### config.mk
export PLATFORM = sky130hd
export DESIGN_NAME = chop_current_regulator
export DESIGN_NICKNAME = d
export VERILOG_FILES = /design/src/rtl/chop_pkg.sv /design/src/rtl/chop_period_timer.sv /design/src/rtl/chop_decay_decode.sv /design/src/rtl/chop_fast_split.sv /design/src/rtl/chop_phase_fsm.sv /design/src/rtl/chop_current_regulator.sv
export SDC_FILE = /design/constraint.sdc
export NUM_CORES = 1
export LEC_CHECK = 0
export ABC_AREA = 0
export BUFFER_PORTS_ARGS = -buffer_cell sky130_fd_sc_hd__buf_2
export CORE_MARGIN = 4
export CORE_UTILIZATION = 50
export CTS_BUF_LIST = sky130_fd_sc_hd__clkbuf_8
export CTS_CLUSTER_SIZE = 25
export DETAILED_ROUTE_END_ITERATION = 12
export GPL_TIMING_DRIVEN = 0
export PLACE_DENSITY = 0.64
export SLEW_MARGIN = 20
export SYNTH_ARGS = -nofsm -noshare
export SYNTH_HDL_FRONTEND = slang
export SYNTH_SLANG_ARGS = --single-unit
### constraint.sdc
create_clock -name clk -period 5.75 [get_ports clk]
set_input_delay 0.575 -clock clk [delete_from_list [all_inputs] [get_ports clk]]
set_output_delay 0.575 -clock clk [all_outputs]
set_load 0.01 [all_outputs]
### src/rtl/chop_pkg.sv
package chop_pkg;

  typedef enum logic [1:0] {
    BR_OFF   = 2'b00,
    BR_DRIVE = 2'b01,
    BR_SLOW  = 2'b10,
    BR_FAST  = 2'b11
  } bridge_cmd_e;

  typedef enum logic [1:0] {
    DK_SLOW  = 2'b00,
    DK_FAST  = 2'b01,
    DK_MIXED = 2'b10
  } decay_e;

  typedef enum logic [1:0] {
    PH_DRIVE = 2'b00,
    PH_FAST  = 2'b01,
    PH_SLOW  = 2'b10
  } phase_e;

  // Open-detect flag wins over the sampled level.
  function automatic decay_e decode_decay(input logic [1:0] sel);
    if (sel[1])      return DK_MIXED;
    else if (sel[0]) return DK_FAST;
    else             return DK_SLOW;
  endfunction

  function automatic bridge_cmd_e phase_to_cmd(input phase_e ph);
    case (ph)
      PH_DRIVE: return BR_DRIVE;
      PH_FAST:  return BR_FAST;
      default:  return BR_SLOW;
    endcase
  endfunction

endpackage

### src/rtl/chop_period_timer.sv
module chop_period_timer #(
  parameter int PERIOD_CYC = 4167,
  localparam int CNT_W = $clog2(PERIOD_CYC)
) (
  input  logic             clk,
  input  logic             rst_n,
  input  logic             hold_i,
  output logic [CNT_W-1:0] cnt_o,
  output logic             wrap_o
);

  localparam logic [CNT_W-1:0] LAST = CNT_W'(PERIOD_CYC - 1);

  logic [CNT_W-1:0] cnt_q;

  // Parked on the last count, so the next free edge opens cycle 0.
  always_ff @(posedge clk or negedge rst_n) begin
    if (!rst_n) begin
      cnt_q <= LAST;
    end else if (hold_i) begin
      cnt_q <= LAST;
    end else if (cnt_q == LAST) begin
      cnt_q <= '0;
    end else begin
      cnt_q <= cnt_q + 1'b1;
    end
  end

  assign cnt_o  = cnt_q;
  assign wrap_o = (cnt_q == LAST);

endmodule

### src/rtl/chop_decay_decode.sv
module chop_decay_decode
  import chop_pkg::*;
(
  input  logic [1:0] sel_i,
  output decay_e     mode_o
);

  always_comb begin
    mode_o = decode_decay(sel_i);
  end

endmodule

### src/rtl/chop_fast_split.sv
module chop_fast_split #(
  parameter int PERIOD_CYC = 4167,
  parameter int FAST_NUM   = 3,
  parameter int FAST_SHIFT = 3,
  localparam int CNT_W  = $clog2(PERIOD_CYC),
  localparam int PROD_W = CNT_W + FAST_SHIFT + 1
) (
  input  logic [CNT_W-1:0] cnt_i,
  output logic [CNT_W-1:0] fast_len_o
);

  localparam logic [CNT_W-1:0] LAST = CNT_W'(PERIOD_CYC - 1);

  logic [CNT_W-1:0] remain;

  // Cycles left in the period after the trip cycle.
  assign remain = LAST - cnt_i;

  generate
    if (FAST_NUM == 0) begin : g_no_fast
      assign fast_len_o = '0;
    end else begin : g_scaled
      logic [PROD_W-1:0] prod;
      logic [PROD_W-1:0] shifted;
      assign prod       = PROD_W'(remain) * PROD_W'(FAST_NUM);
      assign shifted    = prod >> FAST_SHIFT;
      assign fast_len_o = shifted[CNT_W-1:0];
    end
  endgenerate

endmodule

### src/rtl/chop_phase_fsm.sv
module chop_phase_fsm
  import chop_pkg::*;
#(
  parameter int PERIOD_CYC = 4167,
  parameter int BLANK_CYC  = 375,
  localparam int CNT_W = $clog2(PERIOD_CYC)
) (
  input  logic             clk,
  input  logic             rst_n,
  input  logic             disable_i,
  input  logic             wrap_i,
  input  logic             sp_zero_i,
  input  logic             trip_i,
  input  logic [CNT_W-1:0] cnt_i,
  input  decay_e           mode_i,
  input  logic [CNT_W-1:0] fast_len_i,
  output bridge_cmd_e      cmd_o
);

  phase_e           phase_q;
  logic [CNT_W-1:0] fast_left_q;
  logic             mixed_q;
  logic             blank_done;
  logic             trip_take;

  assign blank_done = (int'(cnt_i) >= BLANK_CYC);
  assign trip_take  = trip_i && blank_done && (phase_q == PH_DRIVE);

  always_ff @(posedge clk or negedge rst_n) begin
    if (!rst_n) begin
      phase_q     <= PH_SLOW;
      fast_left_q <= '0;
      mixed_q     <= 1'b0;
    end else if (disable_i) begin
      phase_q     <= PH_SLOW;
      fast_left_q <= '0;
      mixed_q     <= 1'b0;
    end else if (wrap_i) begin
      // Period boundary outranks any trip in the last cycle.
      phase_q     <= sp_zero_i ? PH_SLOW : PH_DRIVE;
      fast_left_q <= '0;
      mixed_q     <= 1'b0;
    end else begin
      case (phase_q)
        PH_DRIVE: begin
          if (trip_take) begin
            case (mode_i)
              DK_FAST: phase_q <= PH_FAST;
              DK_MIXED: begin
                mixed_q     <= 1'b1;
                fast_left_q <= fast_len_i;
                phase_q     <= (fast_len_i == '0) ? PH_SLOW : PH_FAST;
              end
              default: phase_q <= PH_SLOW;
            endcase
          end
        end
        PH_FAST: begin
          if (mixed_q) begin
            if (fast_left_q <= 1) begin
              phase_q <= PH_SLOW;
            end
            if (fast_left_q != '0) begin
              fast_left_q <= fast_left_q - 1'b1;
            end
          end
        end
        default: phase_q <= PH_SLOW;
      endcase
    end
  end

  always_comb begin
    cmd_o = phase_to_cmd(phase_q);
  end

endmodule

### src/rtl/chop_current_regulator.sv
module chop_current_regulator
  import chop_pkg::*;
#(
  parameter int PERIOD_CYC = 4167,
  parameter int BLANK_CYC  = 375,
  parameter int FAST_NUM   = 3,
  parameter int FAST_SHIFT = 3,
  parameter int SP_W       = 5,
  localparam int CNT_W = $clog2(PERIOD_CYC)
) (
  input  logic            clk,
  input  logic            rst_n,
  input  logic            disable_i,
  input  logic            trip_i,
  input  logic [SP_W-1:0] setpoint_i,
  input  logic [1:0]      decay_sel_i,
  output logic [1:0]      bridge_cmd_o
);

  logic [CNT_W-1:0] cnt_q;
  logic             wrap;
  decay_e           mode;
  logic [CNT_W-1:0] fast_len;
  bridge_cmd_e      phase_cmd;
  logic             off_q;

  chop_period_timer #(
    .PERIOD_CYC(PERIOD_CYC)
  ) timer_i (
    .clk    (clk),
    .rst_n  (rst_n),
    .hold_i (disable_i),
    .cnt_o  (cnt_q),
    .wrap_o (wrap)
  );

  chop_decay_decode decode_i (
    .sel_i  (decay_sel_i),
    .mode_o (mode)
  );

  chop_fast_split #(
    .PERIOD_CYC (PERIOD_CYC),
    .FAST_NUM   (FAST_NUM),
    .FAST_SHIFT (FAST_SHIFT)
  ) split_i (
    .cnt_i      (cnt_q),
    .fast_len_o (fast_len)
  );

  chop_phase_fsm #(
    .PERIOD_CYC (PERIOD_CYC),
    .BLANK_CYC  (BLANK_CYC)
  ) fsm_i (
    .clk        (clk),
    .rst_n      (rst_n),
    .disable_i  (disable_i),
    .wrap_i     (wrap),
    .sp_zero_i  (setpoint_i == '0),
    .trip_i     (trip_i),
    .cnt_i      (cnt_q),
    .mode_i     (mode),
    .fast_len_i (fast_len),
    .cmd_o      (phase_cmd)
  );

  // Registered all-off override, set from reset until the first free edge.
  always_ff @(posedge clk or negedge rst_n) begin
    if (!rst_n) off_q <= 1'b1;
    else        off_q <= disable_i;
  end

  assign bridge_cmd_o = off_q ? BR_OFF : phase_cmd;

endmodule

==> results list <==
- Synthesis instantiated 61 different standard cells from the library.
- For this run the aggregate overflow at the end of global routing stands at 0.
- The share of synthesized area in the top cell type comes to 22.2%.
- Gp weighted congestion: 0.832
- Of the total power, the share spent switching nets is 51.2%.
- Number of sinks handled by clock tree synthesis: 30
- The H-tree was split into 2 levels.
- After synthesis the netlist holds a flip-flop and latch count of 30.
* Placed standard-cell area: 2860 µm²
- The die is 81.6 µm wide.
- For this run, the number of Yosys warnings is 0.
* Static leakage power: 1.34 nW
- Clock buffer count from CTS: 5
* Number of synthesized flops with an enable pin: 0
- After detailed routing, the average wire length per cell comes to 15.2 µm.
- In this run, flip-flops and latches consume 14.7% of the power.
* Cells resized by post-CTS repair: 0
- Summed over all instances, the cell type with the most area after synthesis is sky130_fd_sc_hd__dfrtp_1.
* Layout cell share with drive strength beyond 1: 10.0%
- Across every metal layer, demand over resource in global routing totals 21.8%.
- Comb pwr share: 76.5%
- Counting every net in the synthesized netlist gives 369.
* Routed via count: 2,491
- Layout Skew: 0.00451 ns
- Once detailed placement completed, the half-perimeter wirelength came to 5.07 mm.
- Of all nets on the critical path, the largest fanout is 8.
- Switching power summed over all nets: 1.03 mW
* Run status: completed
- Clock tree from TritonCTS: yes
* Worst Setup Path Type: register to register
- Nature of the critical path endpoint: register
- Leading register cell type out of synthesis: sky130_fd_sc_hd__dfrtp_1
* Slew margin rel.: 55.2%
- Vert. Die Dim: 81.6 µm
* Buffer cell driving the clock tree root: sky130_fd_sc_hd__clkbuf_8
- The clock passes through at most 2 buffers.
* Setup repair after global routing missed its margin: false
- The number of hold violations in the final report was 0.
* Critical path's slowest cell: sky130_fd_sc_hd__or4_1
- Cell Area, Synth: 2710 µm²
* Gate count of the mapped netlist: 340
- The initial antenna violation count was 0.
* Total detailed-routing wirelength: 6.55 mm
* Layout filler cell count: 499
- The clock network burns 8.8% of the power.
- At the worst endpoint, the required time is 5.92 ns.
- Area taken by flip-flops and latches: 758 µm²
* R2r startpoint: timer_i.cnt_o[0]$_DFF_PN0_
* Worst Hold Class: input port to async pin
- The internal portion of the total power is 0.984 mW.
- Via count normalized by instance count: 5.79
* Setup fix buffers added after clock tree synthesis: 0
- The tool flagged a number of max-cap violations equal to 0.
- Clock slew seen by the registers of the worst setup and hold paths: 0.07 ns
* P&R area growth vs syn: 8.81%
- The setup check on the worst reg-to-reg path leaves a slack of 1.37 ns.
- Pwr/cell area: 684 nW/µm²
- Setup violations remaining at the end of the flow were counted as 0.
- Count of TritonRoute iterations in the first routing pass: 5
- The worst setup path is launched from a register.
* First-pass GRT wire length: 11.3 mm
- Net count of the finished layout: 388
- Largest net degree at the start of global routing: 31
- The tightest hold path in the finished design has a slack of 0.319 ns.
- Summing all non-filler instances in the final layout gives an area of 2950 µm².
- Worst vdd rail ir drop: 0.000334 V
- Number of hold buffers added after cts: 0
- Derived from the worst setup path, the maximum achievable clock frequency is 228 MHz.
- After detailed routing, the number of remaining DRC violations is 0.
- Number of antenna-violating nets in the routed design: 0
- For the worst setup path, the data arrival time is 4.55 ns.
* CP cell instances: ha_1, buf_6, a2111o_1, a2111oi_4, xnor2_1, inv_1, ha_1, or4bb_1, or4_1, or4_1, o2bb2ai_1
* Initial Util: 52.4%
* Placeable Area: 5170 µm²
- For the pin with the worst max-slew slack, the measured transition is 0.673 ns.
- In this run the count of I/O pins placed on the die edge is 13.
- Summed over all failing endpoints, the final setup total negative slack is 0 ns.
- Vias in the first global route: 2,366
* Initial detailed-routing violation count: 143
* Fin crit period: 4.38 ns
- CP Launch Point: timer_i.cnt_o[0]$_DFF_PN0_
- The floorplan step defined a die boundary enclosing 6670 µm².
- After layout, the worst path uses 76.2% of the clock period.
- Count of port buffers added during placement: 12
- In the post-synthesis netlist, the biggest area contributors are sky130_fd_sc_hd__dfrtp_1 (22%), sky130_fd_sc_hd__ha_1 (8.3%), sky130_fd_sc_hd__nor2_1 (6.1%).
* Share of synthesized area occupied by flip-flops and latches: 28.0%
- The count of pins over their slew limit came to 0.
- Post-Synthesis Mean Instance Area: 7.97 µm²
- The floorplan has 26 rows.
- Multi-input gate area in the final layout: 1820 µm²
* Depth of the worst register-to-register path: 11
- 0 antenna diodes ended up in the layout.
- CP peak stage delay: 0.60 ns
* Async set-reset flop share out of synthesis: 100%
* Clock latency at the later pin of the worst-skew pair: 0.28 ns
- Endpoint of the worst register-to-register path: fsm_i.phase_q[0]$_DFFE_PN0P_
==> Yosys cell counts, types with 2 or more instances <==
master                     count
sky130_fd_sc_hd__dfstp_2       6
sky130_fd_sc_hd__inv_1        14
sky130_fd_sc_hd__clkbuf_1     11
sky130_fd_sc_hd__nand3_1      15
sky130_fd_sc_hd__nand2b_1      3
sky130_fd_sc_hd__a21o_1        4
sky130_fd_sc_hd__o21ai_0      16
sky130_fd_sc_hd__or3_1         4
sky130_fd_sc_hd__o21bai_1      6
sky130_fd_sc_hd__or4_1         3
sky130_fd_sc_hd__o221ai_1      2
sky130_fd_sc_hd__a21oi_1      21
sky130_fd_sc_hd__o31ai_1       3
sky130_fd_sc_hd__nor3_1       11
sky130_fd_sc_hd__buf_6         2
sky130_fd_sc_hd__o22ai_1       3
sky130_fd_sc_hd__nor2b_1       2
sky130_fd_sc_hd__nor4_1        2
sky130_fd_sc_hd__xor2_1       15
sky130_fd_sc_hd__o21ai_1       9
sky130_fd_sc_hd__a22oi_1       4
sky130_fd_sc_hd__nor2_1       44
sky130_fd_sc_hd__a221oi_1      2
sky130_fd_sc_hd__and3_1        4
sky130_fd_sc_hd__nand2_1      33
sky130_fd_sc_hd__a211oi_1      2
sky130_fd_sc_hd__mux2i_1       6
sky130_fd_sc_hd__ha_1         18
sky130_fd_sc_hd__buf_2         2
sky130_fd_sc_hd__xnor2_1      16
sky130_fd_sc_hd__dfrtp_1      24
sky130_fd_sc_hd__and2_1        4
==> critical path: cells and delay by family (launching register included) <==
| family | cells | cell delay [ns] |
|---|---|---|
| adder cells (fa/ha/maj) | 2 | 0.52 |
| AND/OR/NAND/NOR | 3 | 1.53 |
| AO/OA/AOI/OAI | 3 | 1.07 |
| XOR/XNOR | 1 | 0.36 |
| flip-flops | 1 | 0.47 |
| buffers and inverters | 2 | 0.31 |
==> metal layers <==
| layer | wire length (µm) | share of wire (%) | track usage [%] |
|---|---|---|---|
| met1 | 3240 | 49 | 30.7 |
| met2 | 2930 | 45 | 34.9 |
| met3 | 308 | 4.7 | 3.62 |
| met4 | 72 | 1.1 | 4.82 |
| met5 | 0 | 0 | 0 |
==> power groups by stage <==
stage / clock network, mW / registers (mW) / logic [mW]
after floorplan: 0 / 0.287 / 1.23
after global placement: 0 / 0.298 / 1.52
after detailed placement: 0 / 0.299 / 1.53
after CTS: 0.178 / 0.295 / 1.55
after global routing: 0.190 / 0.303 / 1.75
final: 0.177 / 0.297 / 1.54
==> layout make-up <==
class	count	area share [%]
Tap cell	70	2.97
Timing Repair Buffer	12	2.04
Buffer	16	2.63
Sequential cell	30	25.7
Clock buffer	6	2.80
Multi-Input combinational cell	280	61.8
Clock inverter	2	0.297
Inverter	14	1.78
==> per-stage QoR <==
stage	worst slack, ns	util [%]	power [mW]	instances
floorplan	1.88	-	1.52	340
global placement	1.41	55.3	1.82	422
detailed placement	1.37	55.3	1.83	422
CTS	1.36	57.0	2.02	430
global route	1.23	57.0	2.25	430
finish	1.37	57.0	2.02	430
==> flip-flops by register name, indices dropped and copies added, names as in the netlist <==
signal and cells:
fsm_i.fast_left_q 13, timer_i.cnt_o 13, fsm_i.phase_q 2, fsm_i.mixed_q 1
off_q 1
==> cells in the final DEF (no fill, tap or decap), drive strengths merged, types with 2 or more instances in the layout <==
master / instances
a2111oi: 2
a211oi: 3
a21o: 4
a21oi: 21
a221oi: 2
a22oi: 4
and2: 5
and3: 4
buf: 17
clkbuf: 17
dfrtp: 24
dfstp: 6
ha: 18
inv: 15
mux2i: 6
nand2: 33
nand2b: 3
nand3: 15
nor2: 44
nor2b: 2
nor3: 12
nor4: 2
o21ai: 25
o21bai: 6
o221ai: 2
o22ai: 3
o31ai: 3
or3: 4
or4: 3
xnor2: 16
xor2: 15
==> how the worst max path moves through the flow <==
stage                                               to  slack, ns  cells past startpoint
after floorplan           fsm_i.phase_q[0]$_DFFE_PN0P_       1.88                     11
after global placement    fsm_i.phase_q[0]$_DFFE_PN0P_       1.41                     11
after detailed placement  fsm_i.phase_q[0]$_DFFE_PN0P_       1.37                     11
after CTS                 fsm_i.phase_q[0]$_DFFE_PN0P_       1.36                     11
after global routing      fsm_i.phase_q[1]$_DFFE_PN1P_       1.23                     11
final                     fsm_i.phase_q[0]$_DFFE_PN0P_       1.37                     11
==> kinds of logic after synthesis <==
family          Yosys count  share of synthesized area (%)
mux                       6                           2.22
flops                    30                           28.0
xor+xnor                 31                           10.0
fa+ha+maj                18                           8.31
simple gates            134                           23.4
buf+inv                  30                           4.80
compound gates           91                           23.3
Power figures use the tool's default switching activity.
